`config.mk`:
```
export PLATFORM = sky130hd
export DESIGN_NAME = spi_reg_bridge
export DESIGN_NICKNAME = d
export VERILOG_FILES = /design/src/rtl/spi_bridge_pkg.sv /design/src/rtl/spi_bridge_sync.sv /design/src/rtl/spi_bridge_frame.sv /design/src/rtl/spi_bridge_regs.sv /design/src/rtl/spi_reg_bridge.sv
export SDC_FILE = /design/constraint.sdc
export NUM_CORES = 1
export LEC_CHECK = 0
export BUFFER_PORTS_ARGS = -buffer_cell sky130_fd_sc_hd__buf_2
export CORE_ASPECT_RATIO = 0.5
export CORE_MARGIN = 2
export CORE_UTILIZATION = 45
export DETAILED_ROUTE_END_ITERATION = 8
export HOLD_SLACK_MARGIN = 0.1
export PLACE_DENSITY = 0.66
export RECOVER_POWER = 25
export SYNTH_ARGS = -nofsm -noshare
export SYNTH_HDL_FRONTEND = slang
export SYNTH_SLANG_ARGS = --single-unit
```
`constraint.sdc`:
```
create_clock -name clk -period 19.8 [get_ports clk]
set_input_delay 3.96 -clock clk [delete_from_list [all_inputs] [get_ports clk]]
set_output_delay 3.96 -clock clk [all_outputs]
set_load 0.005 [all_outputs]
```
`src/rtl/spi_bridge_pkg.sv`:
```
package spi_bridge_pkg;

  localparam int WORD_W = 32;
  localparam int BYTE_W = 8;

  typedef logic [1:0] fmt_t;

  // Map the k-th payload bit on the wire to its bit index in the word.
  function automatic logic [4:0] lane_bit(input logic [4:0] k, input fmt_t f);
    logic [1:0] slot;
    logic [2:0] pos;
    slot = f[0] ? ~k[4:3] : k[4:3];
    pos  = f[1] ? k[2:0] : ~k[2:0];
    return {slot, pos};
  endfunction

  function automatic logic [WORD_W-1:0] stream_to_word(input logic [WORD_W-1:0] s,
                                                       input fmt_t f);
    logic [WORD_W-1:0] w;
    w = '0;
    for (int k = 0; k < WORD_W; k++) begin
      w[lane_bit(5'(k), f)] = s[k];
    end
    return w;
  endfunction

  function automatic logic [WORD_W-1:0] ctrl_image(input fmt_t f);
    logic [BYTE_W-1:0] b;
    b = {f[0], f[1], 4'b0000, f[1], f[0]};
    return {4{b}};
  endfunction

endpackage

```
`src/rtl/spi_bridge_sync.sv`:
```
module spi_bridge_sync (
  input  logic clk,
  input  logic rst_ni,
  input  logic sclk,
  input  logic cs_n,
  input  logic mosi,
  output logic rise,
  output logic fall,
  output logic sel,
  output logic mosi_s
);
  logic [2:0] sclk_q, sclk_n;
  logic [1:0] cs_q, cs_n_n;
  logic [1:0] mosi_q, mosi_n;

  always_comb begin
    sclk_n = {sclk_q[1:0], sclk};
    cs_n_n = {cs_q[0], cs_n};
    mosi_n = {mosi_q[0], mosi};
  end

  always_ff @(posedge clk or negedge rst_ni) begin
    if (!rst_ni) begin
      sclk_q <= 3'b000;
      cs_q   <= 2'b11;
      mosi_q <= 2'b00;
    end else begin
      sclk_q <= sclk_n;
      cs_q   <= cs_n_n;
      mosi_q <= mosi_n;
    end
  end

  assign rise   = sclk_q[1] & ~sclk_q[2];
  assign fall   = ~sclk_q[1] & sclk_q[2];
  assign sel    = ~cs_q[1];
  assign mosi_s = mosi_q[1];
endmodule

```
`src/rtl/spi_bridge_frame.sv`:
```
module spi_bridge_frame
  import spi_bridge_pkg::*;
#(
  parameter int ADDR_W = 24,
  parameter int PAD_W  = 4,
  localparam int IDX_W = ADDR_W - 1
) (
  input  logic              clk,
  input  logic              rst_ni,
  input  logic              rise,
  input  logic              fall,
  input  logic              sel,
  input  logic              mosi_s,
  input  logic [PAD_W-1:0]  pad,
  input  fmt_t              fmt,
  input  logic              rd_ok,
  input  logic [WORD_W-1:0] rd_word,
  output logic              miso,
  output logic              launch_rd,
  output logic              launch_wr,
  output logic [IDX_W-1:0]  launch_idx,
  output logic [WORD_W-1:0] launch_wdata,
  output logic              too_late
);
  localparam int MAX_BITS = ADDR_W + BYTE_W * ((1 << PAD_W) - 1) + WORD_W;
  localparam int CNT_W    = $clog2(MAX_BITS + 2);
  localparam logic [CNT_W-1:0] C_ADDR = CNT_W'(ADDR_W);
  localparam logic [CNT_W-1:0] C_WORD = CNT_W'(WORD_W);
  localparam logic [CNT_W-1:0] C_WLST = CNT_W'(ADDR_W + WORD_W - 1);
  localparam logic [CNT_W-1:0] C_MAX  = {CNT_W{1'b1}};

  logic [CNT_W-1:0]  cnt_q, cnt_n;
  logic [ADDR_W-1:0] addr_q, addr_n;
  logic [WORD_W-1:0] din_q, din_n;
  logic [WORD_W-1:0] dword_q, dword_n;
  logic              miso_q, miso_n;
  logic              rdf_q, rdf_n;

  logic [CNT_W-1:0]  d0, rel_rd, rel_wr;
  logic [WORD_W-1:0] word;

  assign d0     = C_ADDR + CNT_W'({pad, 3'b000});
  assign rel_rd = cnt_q - d0;
  assign rel_wr = cnt_q - C_ADDR;

  always_comb begin
    cnt_n     = cnt_q;
    addr_n    = addr_q;
    din_n     = din_q;
    dword_n   = dword_q;
    miso_n    = miso_q;
    rdf_n     = rdf_q;
    launch_rd = 1'b0;
    launch_wr = 1'b0;
    too_late  = 1'b0;
    word      = dword_q;
    if (!sel) begin
      cnt_n  = '0;
      miso_n = 1'b0;
      rdf_n  = 1'b0;
    end else if (rise) begin
      if (cnt_q != C_MAX) cnt_n = cnt_q + 1'b1;
      if (cnt_q < C_ADDR) addr_n = {addr_q[ADDR_W-2:0], mosi_s};
      if (cnt_q == C_ADDR - 1'b1 && !addr_q[ADDR_W-2]) begin
        launch_rd = 1'b1;
        rdf_n     = 1'b1;
      end
      if (addr_q[ADDR_W-1] && cnt_q >= C_ADDR && cnt_q <= C_WLST) begin
        din_n[rel_wr[4:0]] = mosi_s;
        if (cnt_q == C_WLST) launch_wr = 1'b1;
      end
    end else if (fall && rdf_q && cnt_q >= d0 && cnt_q < d0 + C_WORD) begin
      if (rel_rd[4:0] == 5'd0) begin
        word     = rd_ok ? rd_word : '0;
        too_late = ~rd_ok;
        dword_n  = word;
      end
      miso_n = word[lane_bit(rel_rd[4:0], fmt)];
    end
  end

  always_ff @(posedge clk or negedge rst_ni) begin
    if (!rst_ni) begin
      cnt_q   <= '0;
      addr_q  <= '0;
      din_q   <= '0;
      dword_q <= '0;
      miso_q  <= 1'b0;
      rdf_q   <= 1'b0;
    end else begin
      cnt_q   <= cnt_n;
      addr_q  <= addr_n;
      din_q   <= din_n;
      dword_q <= dword_n;
      miso_q  <= miso_n;
      rdf_q   <= rdf_n;
    end
  end

  assign miso         = miso_q;
  assign launch_idx   = launch_rd ? {addr_q[ADDR_W-3:0], mosi_s} : addr_q[ADDR_W-2:0];
  assign launch_wdata = stream_to_word(din_n, fmt);
endmodule

```
`src/rtl/spi_bridge_regs.sv`:
```
module spi_bridge_regs
  import spi_bridge_pkg::*;
#(
  parameter int PAD_W = 4
) (
  input  logic              clk,
  input  logic              rst_ni,
  input  logic              wr_en,
  input  logic              wr_sel,
  input  logic [WORD_W-1:0] wdata,
  input  logic              rd_sel,
  input  logic              set_flag,
  output fmt_t              fmt,
  output logic [PAD_W-1:0]  pad,
  output logic              flag,
  output logic [WORD_W-1:0] rdata
);
  localparam logic [7:0] IF_CODE  = 8'd2;
  localparam int         FLAG_BIT = 16;

  fmt_t             fmt_q, fmt_n;
  logic [PAD_W-1:0] pad_q, pad_n;
  logic             flag_q, flag_n;
  logic [WORD_W-1:0] stat;

  always_comb begin
    fmt_n  = fmt_q;
    pad_n  = pad_q;
    flag_n = flag_q;
    if (wr_en && !wr_sel) fmt_n = wdata[1:0];
    if (wr_en && wr_sel) begin
      pad_n = wdata[PAD_W-1:0];
      if (wdata[FLAG_BIT]) flag_n = 1'b0;
    end
    if (set_flag) flag_n = 1'b1;
  end

  always_ff @(posedge clk or negedge rst_ni) begin
    if (!rst_ni) begin
      fmt_q  <= 2'b00;
      pad_q  <= '0;
      flag_q <= 1'b0;
    end else begin
      fmt_q  <= fmt_n;
      pad_q  <= pad_n;
      flag_q <= flag_n;
    end
  end

  always_comb begin
    stat               = '0;
    stat[31:24]        = IF_CODE;
    stat[FLAG_BIT]     = flag_q;
    stat[PAD_W-1:0]    = pad_q;
  end

  assign rdata = rd_sel ? stat : ctrl_image(fmt_q);
  assign fmt   = fmt_q;
  assign pad   = pad_q;
  assign flag  = flag_q;
endmodule

```
`src/rtl/spi_reg_bridge.sv`:
```
module spi_reg_bridge
  import spi_bridge_pkg::*;
#(
  parameter int ADDR_W = 24,
  parameter int PAD_W  = 4,
  parameter logic [ADDR_W-2:0] LOC_IDX = 23'h700000,
  localparam int IDX_W = ADDR_W - 1,
  localparam int RA_W  = ADDR_W + 1
) (
  input  logic              clk,
  input  logic              rst_n,
  input  logic              sclk,
  input  logic              cs_n,
  input  logic              mosi,
  output logic              miso,
  output logic              reg_req,
  output logic              reg_we,
  output logic [RA_W-1:0]   reg_addr,
  output logic [WORD_W-1:0] reg_wdata,
  input  logic [WORD_W-1:0] reg_rdata,
  input  logic              reg_ready
);
  logic [1:0] rst_q;
  logic       rst_ni;

  always_ff @(posedge clk or negedge rst_n) begin
    if (!rst_n) rst_q <= 2'b00;
    else        rst_q <= {rst_q[0], 1'b1};
  end
  assign rst_ni = rst_q[1];

  logic              rise_w, fall_w, sel_w, mosi_w;
  logic              launch_rd_w, launch_wr_w, too_late_w;
  logic [IDX_W-1:0]  launch_idx_w;
  logic [WORD_W-1:0] launch_wdata_w, loc_rdata_w;
  fmt_t              fmt_w;
  logic [PAD_W-1:0]  pad_w;
  logic              flag_w, is_loc, loc_wr_w, ctrl_wr_w;

  logic              req_q, req_n, we_q, we_n;
  logic [IDX_W-1:0]  ridx_q, ridx_n, pidx_q, pidx_n;
  logic [WORD_W-1:0] rwd_q, rwd_n, pwd_q, pwd_n;
  logic              pend_q, pend_n, pwe_q, pwe_n;
  logic              want_q, want_n, rdv_q, rdv_n;
  logic [WORD_W-1:0] rdbuf_q, rdbuf_n;

  spi_bridge_sync u_sync (
    .clk(clk), .rst_ni(rst_ni), .sclk(sclk), .cs_n(cs_n), .mosi(mosi),
    .rise(rise_w), .fall(fall_w), .sel(sel_w), .mosi_s(mosi_w)
  );

  spi_bridge_frame #(.ADDR_W(ADDR_W), .PAD_W(PAD_W)) u_frame (
    .clk(clk), .rst_ni(rst_ni), .rise(rise_w), .fall(fall_w), .sel(sel_w),
    .mosi_s(mosi_w), .pad(pad_w), .fmt(fmt_w), .rd_ok(rdv_q), .rd_word(rdbuf_q),
    .miso(miso), .launch_rd(launch_rd_w), .launch_wr(launch_wr_w),
    .launch_idx(launch_idx_w), .launch_wdata(launch_wdata_w), .too_late(too_late_w)
  );

  assign is_loc    = (launch_idx_w[IDX_W-1:1] == LOC_IDX[IDX_W-1:1]);
  assign loc_wr_w  = launch_wr_w & is_loc;
  assign ctrl_wr_w = loc_wr_w & ~launch_idx_w[0];

  spi_bridge_regs #(.PAD_W(PAD_W)) u_regs (
    .clk(clk), .rst_ni(rst_ni), .wr_en(loc_wr_w), .wr_sel(launch_idx_w[0]),
    .wdata(launch_wdata_w), .rd_sel(launch_idx_w[0]), .set_flag(too_late_w),
    .fmt(fmt_w), .pad(pad_w), .flag(flag_w), .rdata(loc_rdata_w)
  );

  always_comb begin
    req_n = req_q;  we_n = we_q;  ridx_n = ridx_q;  rwd_n = rwd_q;
    pend_n = pend_q; pwe_n = pwe_q; pidx_n = pidx_q; pwd_n = pwd_q;
    want_n = want_q; rdv_n = rdv_q; rdbuf_n = rdbuf_q;
    // internal port handshake
    if (req_q) begin
      if (reg_ready) begin
        req_n = 1'b0;
        if (!we_q && want_q) begin
          rdbuf_n = reg_rdata;
          rdv_n   = 1'b1;
        end
      end
    end else if (pend_q) begin
      req_n  = 1'b1;
      we_n   = pwe_q;
      ridx_n = pidx_q;
      rwd_n  = pwd_q;
      pend_n = 1'b0;
    end
    // frame end drops read state, keeps a queued write
    if (!sel_w) begin
      want_n = 1'b0;
      rdv_n  = 1'b0;
      if (pend_q && !pwe_q) pend_n = 1'b0;
    end
    // new accesses from the frame engine
    if (launch_rd_w) begin
      if (is_loc) begin
        rdbuf_n = loc_rdata_w;
        rdv_n   = 1'b1;
      end else begin
        pend_n = 1'b1;
        pwe_n  = 1'b0;
        pidx_n = launch_idx_w;
        want_n = 1'b1;
      end
    end
    if (launch_wr_w && !is_loc) begin
      pend_n = 1'b1;
      pwe_n  = 1'b1;
      pidx_n = launch_idx_w;
      pwd_n  = launch_wdata_w;
    end
  end

  always_ff @(posedge clk or negedge rst_ni) begin
    if (!rst_ni) begin
      req_q <= 1'b0;  we_q <= 1'b0;  ridx_q <= '0;  rwd_q <= '0;
      pend_q <= 1'b0; pwe_q <= 1'b0; pidx_q <= '0;  pwd_q <= '0;
      want_q <= 1'b0; rdv_q <= 1'b0; rdbuf_q <= '0;
    end else begin
      req_q <= req_n;  we_q <= we_n;  ridx_q <= ridx_n;  rwd_q <= rwd_n;
      pend_q <= pend_n; pwe_q <= pwe_n; pidx_q <= pidx_n; pwd_q <= pwd_n;
      want_q <= want_n; rdv_q <= rdv_n; rdbuf_q <= rdbuf_n;
    end
  end

  assign reg_req   = req_q;
  assign reg_we    = we_q;
  assign reg_addr  = {ridx_q, 2'b00};
  assign reg_wdata = rwd_q;
endmodule

```
Word-level counts from Yosys, hierarchy flattened

Cells that the tools add are included.

Output and inout port bits: 60
Memories kept: 0
Bits in read-only memories: 0
Register bits: 262
Latch bits: 0
Memory bits (writable): 0

$mul: 0
Divide/modulo/power cells: 0
Bitwise logic cells: 12
Magnitude comparators: 72
Add/subtract/negate cells: 5
Multiplexer cells: 176
Equal/unequal tests: 6
Reductions and logical operators: 65
Shift-type cells: 0

Operators by type and width:

| kind                                                              | number |
|---|---|
| bitwise mux 32 bit                                                | 32 |
| two-way mux 32 bit                                                | 14 |
| < comparator 5 x 6 -> 1 bit, second input constant                | 34 |
| demux 1 bit (select 5 bit)                                        | 33 |
| greater-or-equal comparator 5 x 1 -> 1 bit, second input constant | 33 |
| two-way mux 23 bit                                                | 4 |
| two-way mux 1 bit                                                 | 75 |
| logical AND 1 bit                                                 | 44 |
| AND 32 bit                                                        | 1 |
| two-way mux 3 bit                                                 | 9 |
| two-way mux 8 bit                                                 | 3 |
| equality test 22 bit, second input constant                       | 1 |
| nonzero test 2 bit                                                | 7 |
| AND reduction 2 bit                                               | 6 |
| two-way mux 2 bit                                                 | 5 |
| adder 5 x 7 -> 8 bit, first input constant                        | 1 |
| adder 8 x 1 -> 8 bit, second input constant                       | 1 |
| adder 8 x 6 -> 8 bit, second input constant                       | 1 |
| equality test 8 x 5 -> 1 bit, second input constant               | 1 |
| equality test 8 x 6 -> 1 bit, second input constant               | 1 |
| greater-or-equal comparator 8 x 5 -> 1 bit, second input constant | 1 |
| greater-or-equal comparator 8 bit                                 | 1 |
| <= comparator 8 x 6 -> 1 bit, second input constant               | 1 |
| < comparator 8 x 5 -> 1 bit, second input constant                | 1 |
| other kinds (13)                                                  | 26 |

Logic depth before layout (Yosys ltp)

Word-level depth: 44
Gate-level depth with buffers: 13

Cells and area by module

A second synthesis with hierarchy kept.

Cell total of the unflattened synthesis: 1077
Area total of the unflattened synthesis: 13296.5 um^2

Modules (own cells, without submodules):

| module           | area each (um^2) | sequential area each (um^2) | times used | cells each |
|---|---|---|---|---|
| spi_bridge_frame | 6502.5           | 2452.4                      | 1          | 638 |
| spi_reg_bridge   | 6070.8           | 3753.6                      | 1          | 376 |
| spi_bridge_regs  | 526.8            | 175.2                       | 1          | 53 |
| spi_bridge_sync  | 196.4            | 177.7                       | 1          | 10 |

Worst setup path after synthesis

OpenSTA, ideal clock, no wires.

Kind: input to register
Start: input reg_ready
End: register rdbuf_q[14]
Data required time: 19.665 ns
Arrival time: 4.915 ns
Stages on the path: 4
Setup time: 0.135 ns
Path slack: 14.750 ns
Cell sequence: nand4b_1 -> clkbuf_1 -> mux2i_1 -> a21oi_1

Cells in the longest elaborated chain, start to end: 4

Ends and longest elaborated chain:

| element                | RTL line              | RTL |
|---|---|---|
| start: declaration     | spi_reg_bridge.sv:21  | `input logic reg_ready` |
| two-way mux 32 bit *   | spi_reg_bridge.sv:75  | `if (reg_ready) begin` |
| two-way mux 32 bit *   | spi_reg_bridge.sv:74  | `if (req_q) begin` |
| two-way mux 32 bit     | spi_reg_bridge.sv:97  | `if (is_loc) begin` |
| two-way mux 32 bit *   | spi_reg_bridge.sv:96  | `if (launch_rd_w) begin` |
| net rdbuf_n[14]        | spi_reg_bridge.sv:45  | `logic [WORD_W-1:0] rdbuf_q, rdbuf_n;` |
| end signal: assignment | spi_reg_bridge.sv:123 | `want_q <= want_n; rdv_q <= rdv_n; rdbuf_q <= rdbuf_n;` |
| end: declaration       | spi_reg_bridge.sv:45  |  |

Mark *: on every way through the listed nets, which the timed path passes. The rest lies on a longest branch.
A chain may end at the register's enable or synchronous reset.

Final worst setup path

Start: register req_q, in the netlist reg_req
End: output reg_req

RTL lines:

| element                  | RTL line              | RTL |
|---|---|---|
| start: declaration       | spi_reg_bridge.sv:40  | `logic req_q, req_n, we_q, we_n;` |
| start signal: assignment | spi_reg_bridge.sv:121 | `req_q <= req_n; we_q <= we_n; ridx_q <= ridx_n; rwd_q <= rwd_n;` |
| end: declaration         | spi_reg_bridge.sv:16  | `output logic reg_req,` |

No word-level cell between the ends.

==> reports/metrics.csv <==
metric,value,unit
status,"finished, violations left",
violations,"capacitance limit, slew limit",
first_iter_violations,540,
rsz0062_at_grt,no,
cts_htree_levels,1,
p_leak,0.007106,uW
die-height,122.4,um
synth_top_area_share,51.54,%
antenna_cells,0,
setup-tns-final,0,ps
endpoint_kind,output port,
cp_top_family,flip-flops,
required,15840,ps
cp-start-kind,flip-flop,
finalHoldViolCount,0,
fp-row-count,43,
clockRootBuffer,clkbuf_16,
cpPeakStageDelay,440,ps
synthesis.area,12620,um2
synth_area_leaders,"dfrtp_1 (52%), mux2i_1 (11%), mux2_2 (9.3%)",
cts.repair.resized,0,
ys_seq_elements,262,
design_area,14290,um2
yosys.area.top_type,dfrtp_1,
hpwl,18.91,mm
viasPerCell,5.403,
start_util,45.65,%
cts_buffers,25,
core,27650,um2
grt_use_total,19.72,%
synth_ff_type,dfrtp_1,
grt_pass1_vias,8830,
critPathBufInv,1,
cts_buffer_depth,3,
synth-edff-count,0,
cp.arrival,1150,ps
clock_latency,550,ps
slew_headroom,-111.3,%
slowest_stage,dfrtp_1,
clkSinkCount,262,
path_class,flip-flop to output port,
gp_congestion,0.8551,
ctsHoldBuffers,0,
ant_nets,0,
drcViolationCount,0,
area_growth,13.22,%
wl_per_cell,17.17,um
grt_pass1_wl,46.62,mm
drt-total-wl,28.08,mm
slew_violations,162,
post_cts_buffers,0,
place_area,13440,um2
cts_tree,built,
grt.overflow.total,0,
crit_chain,buf_2,
io-pin-count,98,
die_w,240.9,um
yosys_warnings,0,
dr.pass1.iters,5,
hold_path_class,flip-flop to flip-flop,
min_period_over_period,25.78,%
max_freq,0.1959,GHz
synthCells,1167,
min_period,5105,ps
antenna_found_initial,0,
clkTransAtPathRegs,60,ps
tightest_slew,3169,ps
ir_drop,0.06467,mV
finClkSkew,20.61,ps
power_density,77.26,nW/um2
io_buffer_count,95,
grt_start_max_net_pins,84,
die-area,29490,um2
nets,1288,
crit_path_max_fanout,5,
async_flop_share,100.0,%
layout-drive-gt1-share,22.01,%
setup_viol,0,
cap_violations,3,
synth_area_per_cell,10.82,um2
synthDistinctLibCells,64,
ys_seq_area_share,51.96,%
route.vias.total,8840,
[final timing paths]
check	start	endpoint	slack, ps	cells past startpoint
max	reg_req	reg_req	14690	1
min reg2reg	rst_q[0]	rst_q[1]	350	0
min	rst_q[0]	rst_q[1]	350	0
max in group asynchronous	rst_q[1]	u_frame.addr_q[10]	15340	1
min in group asynchronous	rst_q[1]	reg_wdata[28]	700	0
max reg2reg	rst_q[1]	u_frame.addr_q[10]	15340	1
[flip-flops by register name, summed over array words and instances, names as in the netlist, 3 cells and up]
| register | count |
|---|---|
| reg_wdata | 32 |
| u_frame.dword_q | 32 |
| pidx_q | 23 |
| u_frame.cnt_q | 8 |
| u_frame.addr_q | 24 |
| pwd_q | 32 |
| rdbuf_q | 32 |
| ridx_q | 23 |
| u_frame.din_q | 32 |
| u_regs.pad | 4 |
| u_sync.sclk_q | 3 |
[cell families after synthesis]
group | Yosys count | synth area share [%]
xor gates and xnor gates | 15 | 1.189
other | 2 | 0.05949
buffers and inverters | 112 | 3.657
DFF | 262 | 51.96
muxes | 246 | 21.03
and+or+nand+nor | 332 | 12.41
AOI/OAI and AO/OA | 183 | 8.207
adders and majority gates | 15 | 1.487
[layout by cell type (no fill, tap or decap), drive strengths merged, types with 42 or more instances in the layout]
cell | netlist | layout
nand2 | 132 | 132
mux2 | 104 | 104
buf | 32 | 108
clkbuf | 38 | 42
nor2 | 86 | 86
a21oi | 56 | 56
mux2i | 137 | 137
dfrtp | 260 | 260
inv | 41 | 43
o21ai | 82 | 82
[synth_stat cells (16+ instances only)]
master / instances
nor3_1: 16
nand3_1: 34
mux2_2: 104
mux2i_1: 137
a21oi_1: 54
o21ai_0: 67
nor2_1: 82
nand2_1: 132
clkbuf_1: 38
dfrtp_1: 260
and2_1: 16
inv_1: 41
[per-stage QoR]
| step | instances | util (%) | total power (uW) | hold WS, ps | worst slack, ps |
|---|---|---|---|---|---|
| 6_report | 1636 | 51.68 | 1104 | 346.8 | 14690 |
| 5_1_grt | 1636 | 51.68 | 1146 | 359.3 | 14340 |
| 4_1_cts | 1636 | 51.72 | 1116 | 344.4 | 14680 |
| 3_5_place_dp | 1590 | 48.60 | 613.6 | 335.6 | 14420 |
| 3_3_place_gp | 1590 | 48.60 | 612.1 | 333.7 | 14430 |
| 2_1_floorplan | 1168 | - | 596.3 | 331.2 | 11960 |
[cell type report]
type                            count  area, um2
Fill cell                        2499      13360
Sequential cell                   262       6560
Multi-Input combinational cell    794       5653
Clock buffer                       40      762.0
Timing Repair Buffer              110      580.6
Tap cell                          382      478.0
Inverter                           42      157.7
Clock inverter                      6      101.3
[where the power goes]
part	leakage (uW)	internal, uW	switching [uW]
sequential	0.00338	544	16.0
combinational	0.00330	17.9	25.4
clock	0.000426	292	209
total	0.00711	854	251
[layer usage]
metal | vias up | GRT usage [%] | wire length, um
li1 | 4204 | - | -
met1 | 4450 | 28.56 | 13760
met2 | 156 | 31.48 | 12760
met3 | 30 | 3.486 | 1156
met4 | 0 | 3.742 | 403
met5 | - | 0 | 0
No activity file was read; power rests on OpenSTA's default activity.
